[src/rtl/burst_pkg.sv]
package burst_pkg;
  localparam int ROW_W_DEF   = 14;
  localparam int COL_W_DEF   = 11;
  localparam int MIN_WIN_LOG = 4;

  typedef struct packed {
    logic       wide;
    logic       hybrid;
    logic [1:0] win_sel;
    logic       linear;
    logic       cross_ok;
  } burst_cfg_t;
endpackage

[src/rtl/burst_rst_sync.sv]
module burst_rst_sync (
  input  logic clk,
  input  logic rst_n,
  output logic rst_n_sync
);
  logic meta_q;

  always_ff @(posedge clk or negedge rst_n) begin
    if (!rst_n) begin
      meta_q     <= 1'b0;
      rst_n_sync <= 1'b0;
    end else begin
      meta_q     <= 1'b1;
      rst_n_sync <= meta_q;
    end
  end
endmodule

[src/rtl/burst_cfg_decode.sv]
module burst_cfg_decode
  import burst_pkg::*;
#(
  parameter int COL_W   = COL_W_DEF,
  parameter int MIN_LOG = MIN_WIN_LOG
) (
  input  burst_cfg_t       cfg,
  output logic [COL_W-1:0] page_mask,
  output logic [COL_W-1:0] win_mask,
  output logic             hybrid_eff
);
  localparam logic [COL_W-1:0] NARROW_PAGE = {COL_W{1'b1}};
  localparam logic [COL_W-1:0] WIDE_PAGE   = {1'b0, {(COL_W-1){1'b1}}};

  always_comb begin
    page_mask = cfg.wide ? WIDE_PAGE : NARROW_PAGE;
    if (cfg.linear) begin
      win_mask   = page_mask;
      hybrid_eff = 1'b0;
    end else begin
      case (cfg.win_sel)
        2'd0:    win_mask = COL_W'((1 << MIN_LOG) - 1);
        2'd1:    win_mask = COL_W'((1 << (MIN_LOG + 1)) - 1);
        2'd2:    win_mask = COL_W'((1 << (MIN_LOG + 2)) - 1);
        default: win_mask = page_mask;
      endcase
      hybrid_eff = cfg.hybrid && (cfg.win_sel != 2'd3);
    end
  end
endmodule

[src/rtl/burst_col_step.sv]
module burst_col_step #(
  parameter int COL_W = 11
) (
  input  logic [COL_W-1:0] col,
  input  logic [COL_W-1:0] first_col,
  input  logic             first_pass,
  input  logic             hybrid,
  input  logic [COL_W-1:0] page_mask,
  input  logic [COL_W-1:0] win_mask,
  output logic [COL_W-1:0] nxt_col,
  output logic             nxt_first,
  output logic             page_end
);
  logic [COL_W-1:0] inc;
  logic [COL_W-1:0] win_base;
  logic [COL_W-1:0] win_nxt;
  logic [COL_W-1:0] page_nxt;
  logic [COL_W-1:0] next_win;
  logic             last_pair;

  always_comb begin
    inc       = col + COL_W'(2);
    win_base  = col & ~win_mask;
    win_nxt   = win_base | (inc & win_mask);
    page_nxt  = inc & page_mask;
    next_win  = (win_base + win_mask + COL_W'(1)) & page_mask;
    last_pair = (col | COL_W'(1)) == page_mask;

    nxt_col   = win_nxt;
    nxt_first = first_pass;
    page_end  = 1'b0;
    if (hybrid && first_pass) begin
      if (win_nxt == first_col) begin
        nxt_col   = next_win;
        nxt_first = 1'b0;
      end
    end else if (hybrid) begin
      nxt_col  = page_nxt;
      page_end = last_pair;
    end else begin
      page_end = last_pair && (win_mask == page_mask);
    end
  end
endmodule

[src/rtl/burst_addr_gen.sv]
module burst_addr_gen
  import burst_pkg::*;
#(
  parameter int ROW_W = ROW_W_DEF,
  parameter int COL_W = COL_W_DEF
) (
  input  logic             clk,
  input  logic             rst_n,
  input  logic             start,
  input  logic [ROW_W-1:0] start_row,
  input  logic [COL_W-1:0] start_col,
  input  logic             wide_mode,
  input  logic [2:0]       burst_cfg,
  input  logic             linear_cmd,
  input  logic             read_cmd,
  input  logic             cross_en,
  input  logic             advance,
  input  logic             stop,
  output logic             beat_valid,
  output logic [ROW_W-1:0] beat_row,
  output logic [COL_W-1:0] beat_col,
  output logic             row_cross,
  output logic             align_err
);
  logic             rst_n_s;
  burst_cfg_t       cfg_q, cfg_d;
  logic [COL_W-1:0] first_q, first_d;
  logic             pass_q, pass_d;
  logic             valid_d, rx_d, err_d;
  logic [ROW_W-1:0] row_d;
  logic [COL_W-1:0] col_d;
  logic             upd_en;

  logic [COL_W-1:0] page_mask, win_mask;
  logic             hybrid_eff;
  logic [COL_W-1:0] step_col;
  logic             step_first, step_end;
  logic [COL_W-1:0] load_col;

  burst_rst_sync u_rst (
    .clk        (clk),
    .rst_n      (rst_n),
    .rst_n_sync (rst_n_s)
  );

  burst_cfg_decode #(.COL_W(COL_W)) u_dec (
    .cfg        (cfg_q),
    .page_mask  (page_mask),
    .win_mask   (win_mask),
    .hybrid_eff (hybrid_eff)
  );

  burst_col_step #(.COL_W(COL_W)) u_step (
    .col        (beat_col),
    .first_col  (first_q),
    .first_pass (pass_q),
    .hybrid     (hybrid_eff),
    .page_mask  (page_mask),
    .win_mask   (win_mask),
    .nxt_col    (step_col),
    .nxt_first  (step_first),
    .page_end   (step_end)
  );

  assign load_col = wide_mode ? {1'b0, start_col[COL_W-2:0]} : start_col;
  assign upd_en   = start | stop | (beat_valid & advance) | align_err;

  always_comb begin
    cfg_d   = cfg_q;
    first_d = first_q;
    pass_d  = pass_q;
    valid_d = beat_valid;
    row_d   = beat_row;
    col_d   = beat_col;
    rx_d    = row_cross;
    err_d   = 1'b0;
    if (start) begin
      cfg_d.wide     = wide_mode;
      cfg_d.hybrid   = burst_cfg[2];
      cfg_d.win_sel  = burst_cfg[1:0];
      cfg_d.linear   = linear_cmd;
      cfg_d.cross_ok = linear_cmd & read_cmd & cross_en;
      first_d        = load_col;
      pass_d         = 1'b1;
      row_d          = start_row;
      col_d          = load_col;
      rx_d           = 1'b0;
      err_d          = start_col[0];
      valid_d        = ~start_col[0];
    end else if (stop) begin
      valid_d = 1'b0;
      rx_d    = 1'b0;
    end else if (beat_valid && advance) begin
      col_d  = step_col;
      pass_d = step_first;
      if (step_end && cfg_q.cross_ok) begin
        row_d = beat_row + ROW_W'(1);
        rx_d  = 1'b1;
      end else begin
        rx_d = 1'b0;
      end
    end
  end

  always_ff @(posedge clk or negedge rst_n_s) begin
    if (!rst_n_s) begin
      cfg_q      <= '0;
      first_q    <= '0;
      pass_q     <= 1'b0;
      beat_valid <= 1'b0;
      beat_row   <= '0;
      beat_col   <= '0;
      row_cross  <= 1'b0;
      align_err  <= 1'b0;
    end else if (upd_en) begin
      cfg_q      <= cfg_d;
      first_q    <= first_d;
      pass_q     <= pass_d;
      beat_valid <= valid_d;
      beat_row   <= row_d;
      beat_col   <= col_d;
      row_cross  <= rx_d;
      align_err  <= err_d;
    end
  end
endmodule


[config.mk]
export PLATFORM = sky130hd
export DESIGN_NAME = burst_addr_gen
export DESIGN_NICKNAME = d
export VERILOG_FILES = /design/src/rtl/burst_pkg.sv /design/src/rtl/burst_rst_sync.sv /design/src/rtl/burst_cfg_decode.sv /design/src/rtl/burst_col_step.sv /design/src/rtl/burst_addr_gen.sv
export SDC_FILE = /design/constraint.sdc
export NUM_CORES = 1
export LEC_CHECK = 0
export ABC_AREA = 1
export CAP_MARGIN = 10
export CORE_MARGIN = 8
export CORE_UTILIZATION = 55
export DETAILED_ROUTE_END_ITERATION = 8
export DONT_BUFFER_PORTS = 1
export HOLD_SLACK_MARGIN = 0.06
export PLACE_DENSITY = 0.7
export SYNTH_ARGS = -nofsm -noshare
export SYNTH_HDL_FRONTEND = slang
export SYNTH_SLANG_ARGS = --single-unit
[constraint.sdc]
create_clock -name clk -period 1.95 [get_ports clk]
set_input_delay 0.0975 -clock clk [delete_from_list [all_inputs] [get_ports clk]]
set_output_delay 0.0975 -clock clk [all_outputs]
set_load 0.01 [all_outputs]
Word-level counts from Yosys, hierarchy flattened

Cells that the tools add are included.

Add/sub/neg operators: 4
Equality and inequality tests: 7
Mux-type cells: 29
Div/mod/pow operators: 0
Reduce and logical (&&, ||, !) cells: 18
Shifts and indexed selects: 0
Bitwise gates (word level): 13
Order comparisons: 0
Multipliers: 0

Operators with widths:

| kind                                                                  | count |
|---|---|
| 11-bit two-way mux                                                    | 9 |
| 14-bit two-way mux                                                    | 4 |
| 11-bit AND                                                            | 4 |
| 11-bit equality test                                                  | 3 |
| 11-bit case mux with 3 select lines                                   | 1 |
| 1-bit two-way mux                                                     | 15 |
| 14-bit by 1-bit adder with 14-bit output, second input constant       | 1 |
| 11-bit by 1-bit adder with 11-bit output, second input constant       | 1 |
| 11-bit adder                                                          | 1 |
| 11-bit by 2-bit adder with 11-bit output, second input constant       | 1 |
| 11-bit NOT                                                            | 1 |
| 11-bit OR                                                             | 1 |
| 2-bit nonzero test                                                    | 5 |
| 2-bit AND reduction                                                   | 3 |
| 1-bit logical AND                                                     | 5 |
| 5-bit AND reduction                                                   | 1 |
| 2-bit inequality test, second input constant                          | 2 |
| 4-bit AND reduction                                                   | 1 |
| 1-bit AND                                                             | 3 |
| 1-bit OR                                                              | 3 |
| 3-bit AND reduction                                                   | 1 |
| 3-bit nonzero test                                                    | 1 |
| 2-bit by 1-bit equality test with 1-bit output, second input constant | 1 |
| 2-bit equality test, second input constant                            | 1 |
| 2 further kinds                                                       | 2 |

Logic and storage cells: 85
Latch bits: 0
RAM bits: 0
Memories kept: 0
Bits in registers: 48
Output and inout port bits: 28
Bits of input ports: 37
Bits in read-only memories: 0

Depth between registers and ports, before layout

Depth in word-level cells: 13
Mapped depth: 19
Mapped depth without buffers: 19

Modules after synthesis

Synthesis repeated with hierarchy kept, for this count alone.

Cell total of the unflattened synthesis: 619
Area total of the unflattened synthesis: 4100.2 µm²

Modules (own cells, without submodules):

| module           | sequential area each (µm²) | times used | cells each | area an instance (µm²) |
|---|---|---|---|---|
| burst_addr_gen   | 1151.1                     | 1          | 279        | 2275.9 |
| burst_col_step   | 0.0                        | 1          | 309        | 1586.5 |
| burst_cfg_decode | 0.0                        | 1          | 28         | 183.9 |
| burst_rst_sync   | 50.0                       | 1          | 3          | 53.8 |

Least setup slack after synthesis

Ideal clock, no wire load.

Path kind: register to register
Start: register beat_col[1]
End: register beat_col[10]
Cell stages (with the launch flop): 19
Clock period less this slack: 1.972 ns
Arrival time: 1.859 ns
Path buffers: 0
Setup slack: -0.022 ns
Cell sequence: dfrtp_1 > ha_1 > nand2_2 > nor2_4 > nand2_1 > nand2_1 > nand2_1 > nand2_2 > nand2_1 > nand2_2 > inv_2 > nor2_8 > nand3_4 > nand2_2 > nand2_2 > nand3_1 > nand3_1 > nand2_1 > inv_1

Cells in the longest elaborated chain, start to end: 9
Elaborated cells on any way between the ends: 15

RTL lines:

| item                                                                          | RTL line                                   | source |
|---|---|---|
| from (decl)                                                                   | burst_addr_gen.sv:21                       | `output logic [COL_W-1:0] beat_col,` |
| from (signal assigned)                                                        | burst_addr_gen.sv:121                      | `beat_col <= col_d;` |
| 11-bit AND / 11-bit by 2-bit adder with 11-bit output (equally long branches) | burst_col_step.sv:23, burst_col_step.sv:22 |  |
| 11-bit adder / 11-bit AND (equally long branches)                             | burst_col_step.sv:26, burst_col_step.sv:24 |  |
| 11-bit by 1-bit adder with 11-bit output / 11-bit OR (equally long branches)  | burst_col_step.sv:26, burst_col_step.sv:24 |  |
| 11-bit AND / 11-bit equality test (equally long branches)                     | burst_col_step.sv:26, burst_col_step.sv:33 |  |
| 11-bit two-way mux                                                            | burst_col_step.sv:33                       | `if (win_nxt == first_col) begin` |
| 11-bit two-way mux *                                                          | burst_col_step.sv:32                       | `if (hybrid && first_pass) begin` |
| 11-bit two-way mux *                                                          | burst_addr_gen.sv:93                       | `end else if (beat_valid && advance) begin` |
| 11-bit two-way mux *                                                          | burst_addr_gen.sv:90                       | `end else if (stop) begin` |
| 11-bit two-way mux *                                                          | burst_addr_gen.sv:77                       | `if (start) begin` |

Every way passes the cells marked *; elsewhere a longest branch is shown, timed or not. The select of a mux whose other input is x is not followed.
A chain may end at the register's enable or synchronous reset.

Final worst setup path

Start: register beat_col[1]
End: register pass_q

Cells in the longest elaborated chain, start to end: 6
Elaborated cells on any way between the ends: 7

RTL lines:

| item                                     | RTL line              | source |
|---|---|---|
| 11-bit by 2-bit adder with 11-bit output | burst_col_step.sv:22  | `inc = col + COL_W'(2);` |
| 11-bit AND                               | burst_col_step.sv:24  | `win_nxt = win_base \| (inc & win_mask);` |
| 11-bit OR *                              | burst_col_step.sv:24  |  |
| 11-bit equality test *                   | burst_col_step.sv:33  |  |
| 2-bit nonzero test (no source line) *    | n/a                   |  |
| 5-bit AND reduction (no source line) *   | n/a                   |  |
| to (signal assigned)                     | burst_addr_gen.sv:118 | `pass_q <= pass_d;` |
| to (decl)                                | burst_addr_gen.sv:28  | `logic pass_q, pass_d;` |

Every way passes the cells marked *; elsewhere a longest branch is shown, timed or not.

==> summary.md <==
| Metric | Value |
|---|---|
| Antenna diode count | 0 |
| Global-route wire length before repair | ~17000 um |
| Static power due to leakage | 2.29 nW |
| Slowest stage cell, crit path | sky130_fd_sc_hd__dfrtp_2 |
| Proportion of netlist area held by the largest area contributor | 0.371 |
| Number of routed nets with antenna violations | 0 |
| Failing checks | negative setup slack |
| Most frequent CP cell | sky130_fd_sc_hd__nand2_2 |
| Worst Path Required | 2150 ps |
| First element of the critical path | beat_col[1] |
| Period utilization | 1.10 |
| First DRT Iteration DRCs | 265 |
| Upper clock frequency limit | 0.468 GHz |
| Cell-by-cell trace of the critical path | ha_4, nand2_4, nor2_4, nand2_2, nand2_2, nand2_2, nand2_2, nand2_2, nand2_2, nand3_2, nor2_4, buf_6, a31oi_4, o21ai_1, nand2_1 |
| WHS Path Cells | 3 |
| Register share of total power | 0.369 |
| Classification of the worst setup path | flop to flop |
| Top-count cell post-synth | sky130_fd_sc_hd__nand2_1 |
| Maximum buffer depth of the clock tree | 2 |
| Number of global-route vias before repair | 3753 |
| Max H-tree Level | 2 |
| Count of unresolved DRC violations after routing | 0 |
| Worst IR Drop VDD | 0.000453 V |
| Part of the total power dissipated in combinational logic | 0.424 |
| Leading register cell type out of synthesis | sky130_fd_sc_hd__dfrtp_1 |
| Effective utilization at floorplan | 0.557 |
| Fraction of layout cells with a size suffix above 1 | 0.345 |
| Slowest cell delay on critical path | 440 ps |
| Chip width | 92.8 um |
| Final hold vios | 0 |
| CTS root buf | sky130_fd_sc_hd__clkbuf_8 |
| Wire length after detailed routing | roughly 11000 um |
| Synthesis Warnings | 0 |
| Flip-flop and latch count after synthesis | 48 |
| Per-cell routed wire length | about 18 um |
| Total negative slack | -2100 ps |
| Switch share | 0.394 |
| Area occupied by multi-input gates | ~2000 sq um |
| Routability-driven placement congestion ratio | 0.962 |
| Worst-case clock skew | 10.9 ps |
| Global Route Usage Sum | 0.243 |
| Max-Slew Margin vs Limit | 0.599 |
| Slew @ Worst Pin | 601 ps |
| Initial antenna violation count | 0 |
| Die extent in y | 92.8 um |
| Sequential fraction of the synthesis area | 0.371 |
| Worst Path Arrival | between 2000 and 2500 ps |
| Worst reg-to-reg path cell count | 15 |
| Combined area of all synthesized cells | 3240 sq um |
| Least setup slack across all paths after layout | -188 ps |
| Commonest cells in the synthesized netlist | sky130_fd_sc_hd__nand2_1, sky130_fd_sc_hd__dfrtp_1, sky130_fd_sc_hd__inv_1 |
| Std-Cell Core Area | 5820 sq um |
| Hold crit path type | primary input to flop |
| Reg2Reg Setup Slack | -190 ps |
| Syn avg cell area | 7.32 sq um |
| Number of enable-type register cells in the synthesized netlist | 0 |
| Synth-to-layout area growth | 44.3% |
| Net switching power figure | 1.33 mW |
| Post-synthesis cell type count | 40 |
| FP Rows | 28 |
| Number of buffers inserted during clock tree synthesis | 5 |
| Setup-violating endpoint count in the final report | 22 |
| Worst skew pair latency | 320 ps |
| Fraction of synthesis flops using an asynchronous set or reset pin | 1.00 |
| Fraction of power consumed by the clock network | 0.207 |
| Via Count | around 3600 |
| Largest driver fanout on the critical path | 5 |
| Total of fill cells in the finished design | 368 |
| Type of destination of the critical path | flop |
| Reg-to-Reg End | pass_q |
| Core utilization of the finished layout | 0.804 |
| Routed vias/inst | 5.74 |
| Cell type with the highest aggregate area in the netlist | sky130_fd_sc_hd__dfrtp_1 |
| Capture point of the worst path | pass_q |
| Clock-pin transition on the worst setup and hold timing paths | 110 ps |
| Gate count of the mapped netlist | approximately 440 |
| Int Power | 2.04 mW |
| Number of max-cap violations | 0 |
| IO Port Bufs | 0 |
| Type of origin of the critical path | flop |
| Status | complete, but fails checks |
| Half-perimeter wire length after detailed placement | between 6000 and 7000 um |
| Area of all sequential standard cells | between 1000 and 1500 sq um |
| Total overflow reported by the global router | 0 |
| TritonCTS clock tree | built |
| Number of max-slew violations in the final report | 0 |
| Leading cell types by total area after synthesis | sky130_fd_sc_hd__dfrtp_1, sky130_fd_sc_hd__nand2_1, sky130_fd_sc_hd__nand3_1, sky130_fd_sc_hd__inv_1, sky130_fd_sc_hd__nor2_1 |
| Clock net sink count | 48 |
| Reg2Reg Launch Point | beat_col[1] |
| Maximum number of pins on one net before global-route repair | 45 |
| Die Area | 8600 sq um |
| Boundary pin count | 65 |
| Post-Synthesis Net Count | slightly below 500 |
| Clock period minus worst slack | roughly 2100 ps |
| DRT Pass-1 Iters | 5 |
| Post-layout net count | 599 |
| Power per standard cell area | 721 nW/um^2 |
| RSZ-0062 raised after global routing | true |
==> per-stage QoR <==
step,cell area [sq um],setup slack [ps],cells,total power [mW],hold slack (ps)
floorplan,3250,2.29,443,1.93,-198
global placement,3710,-109,562,2.29,-198
detailed placement,3710,-185,562,2.32,-198
CTS,4350,-145,619,3.17,89.5
global route,4680,-397,635,3.56,142
finish,4680,-188,635,3.37,117
==> layer usage <==
| metal | global-route usage | routed length, um | up-vias |
|---|---|---|---|
| met5 | 0 | 0 | - |
| met4 | 0.132 | 531 | 0 |
| met3 | 0.0583 | 782 | 57 |
| met2 | 0.425 | 5690 | 186 |
| met1 | 0.263 | 4140 | 1738 |
| li1 | - | - | 1665 |
==> layout by cell type (no fill, tap or decap), types with 2 or more instances in the layout <==
| master | instances |
|---|---|
| sky130_fd_sc_hd__inv_6 | 2 |
| sky130_fd_sc_hd__buf_4 | 70 |
| sky130_fd_sc_hd__inv_1 | 45 |
| sky130_fd_sc_hd__nand3_2 | 15 |
| sky130_fd_sc_hd__a21oi_2 | 2 |
| sky130_fd_sc_hd__nor2_8 | 2 |
| sky130_fd_sc_hd__a21oi_1 | 14 |
| sky130_fd_sc_hd__nor2_2 | 10 |
| sky130_fd_sc_hd__inv_2 | 11 |
| sky130_fd_sc_hd__nor2_1 | 30 |
| sky130_fd_sc_hd__nand4_1 | 13 |
| sky130_fd_sc_hd__nand2_4 | 3 |
| sky130_fd_sc_hd__dfrtp_2 | 7 |
| sky130_fd_sc_hd__nand3_1 | 33 |
| sky130_fd_sc_hd__nor2_4 | 8 |
| sky130_fd_sc_hd__nand2_1 | 103 |
| sky130_fd_sc_hd__dlygate4sd3_1 | 39 |
| sky130_fd_sc_hd__dfrtp_1 | 41 |
| sky130_fd_sc_hd__o221ai_2 | 3 |
| sky130_fd_sc_hd__o221a_2 | 2 |
| sky130_fd_sc_hd__buf_12 | 3 |
| sky130_fd_sc_hd__a31oi_1 | 3 |
| sky130_fd_sc_hd__buf_6 | 7 |
| sky130_fd_sc_hd__o21ai_1 | 4 |
| sky130_fd_sc_hd__ha_1 | 2 |
| sky130_fd_sc_hd__xnor2_1 | 5 |
| sky130_fd_sc_hd__nand3_4 | 4 |
| sky130_fd_sc_hd__xor2_1 | 10 |
| sky130_fd_sc_hd__o21ai_0 | 13 |
| sky130_fd_sc_hd__o22ai_1 | 3 |
| sky130_fd_sc_hd__o211ai_1 | 2 |
| sky130_fd_sc_hd__nor3_1 | 2 |
| sky130_fd_sc_hd__clkbuf_8 | 6 |
| sky130_fd_sc_hd__nand2_2 | 28 |
==> worst min path at each step <==
stage	start	endpoint	slack (ps)
after floorplan	rst_n	u_rst.meta_q	-200
after global placement	rst_n	u_rst.meta_q	-200
after detailed placement	rst_n	u_rst.rst_n_sync	-200
after CTS	start	beat_row[1]	90
after global routing	start	first_q[9]	140
final	start	first_q[8]	120
==> registers in the layout, indices dropped and copies added, names as in the netlist <==
signal,flops
first_q,11
align_err,1
cfg_q,6
pass_q,1
beat_col,11
beat_valid,1
row_cross,1
u_rst.meta_q,1
u_rst.rst_n_sync,1
beat_row,14
==> cells by family (layout without fill, tap and decap cells) <==
logic type / after synthesis / after routing / synth area share
and+or+nand+nor: 252 / 252 / 0.378
AOI/OAI and AO/OA: 55 / 55 / 0.112
other: 1 / 1 / 0.00116
buffers and inverters: 68 / 185 / 0.0838
DFF: 48 / 48 / 0.371
xor gates and xnor gates: 16 / 16 / 0.0432
adders and majority gates: 3 / 3 / 0.0116
==> layout make-up <==
cell class | count | area share
flip-flops and latches | 48 | 0.259
inverters | 58 | 0.0482
multi-input cells | 327 | 0.426
repair buffers | 119 | 0.226
clock inverters | 2 | 0.00375
well taps | 75 | 0.0201
clock buffers | 6 | 0.0177
==> power by group through the flow <==
stage | sequential, mW | combinational [mW] | clock [mW]
3_5_place_dp | 1.25 | 1.07 | 0
2_1_floorplan | 1.26 | 0.669 | 0
5_1_grt | 1.26 | 1.56 | 0.738
3_3_place_gp | 1.24 | 1.05 | 0
4_1_cts | 1.24 | 1.24 | 0.693
6_report | 1.24 | 1.43 | 0.697
==> what timing repair did <==
item,4_1_cts,5_1_grt
buffers inserted,10,15
pin swaps,8,14
hold buffers,39,1
setup endpoints to repair,20,25
gates resized for setup,15,54
endpoints found under the hold margin,48,2
==> worst max-delay path: cells and delay by family (launching register included) <==
kind	cells	cell delay (ps)
compound gates	2	310
buf+inv	1	110
simple gates	11	960
fa+ha+maj	1	180
flops	1	440
Power figures use the tool's default switching activity.
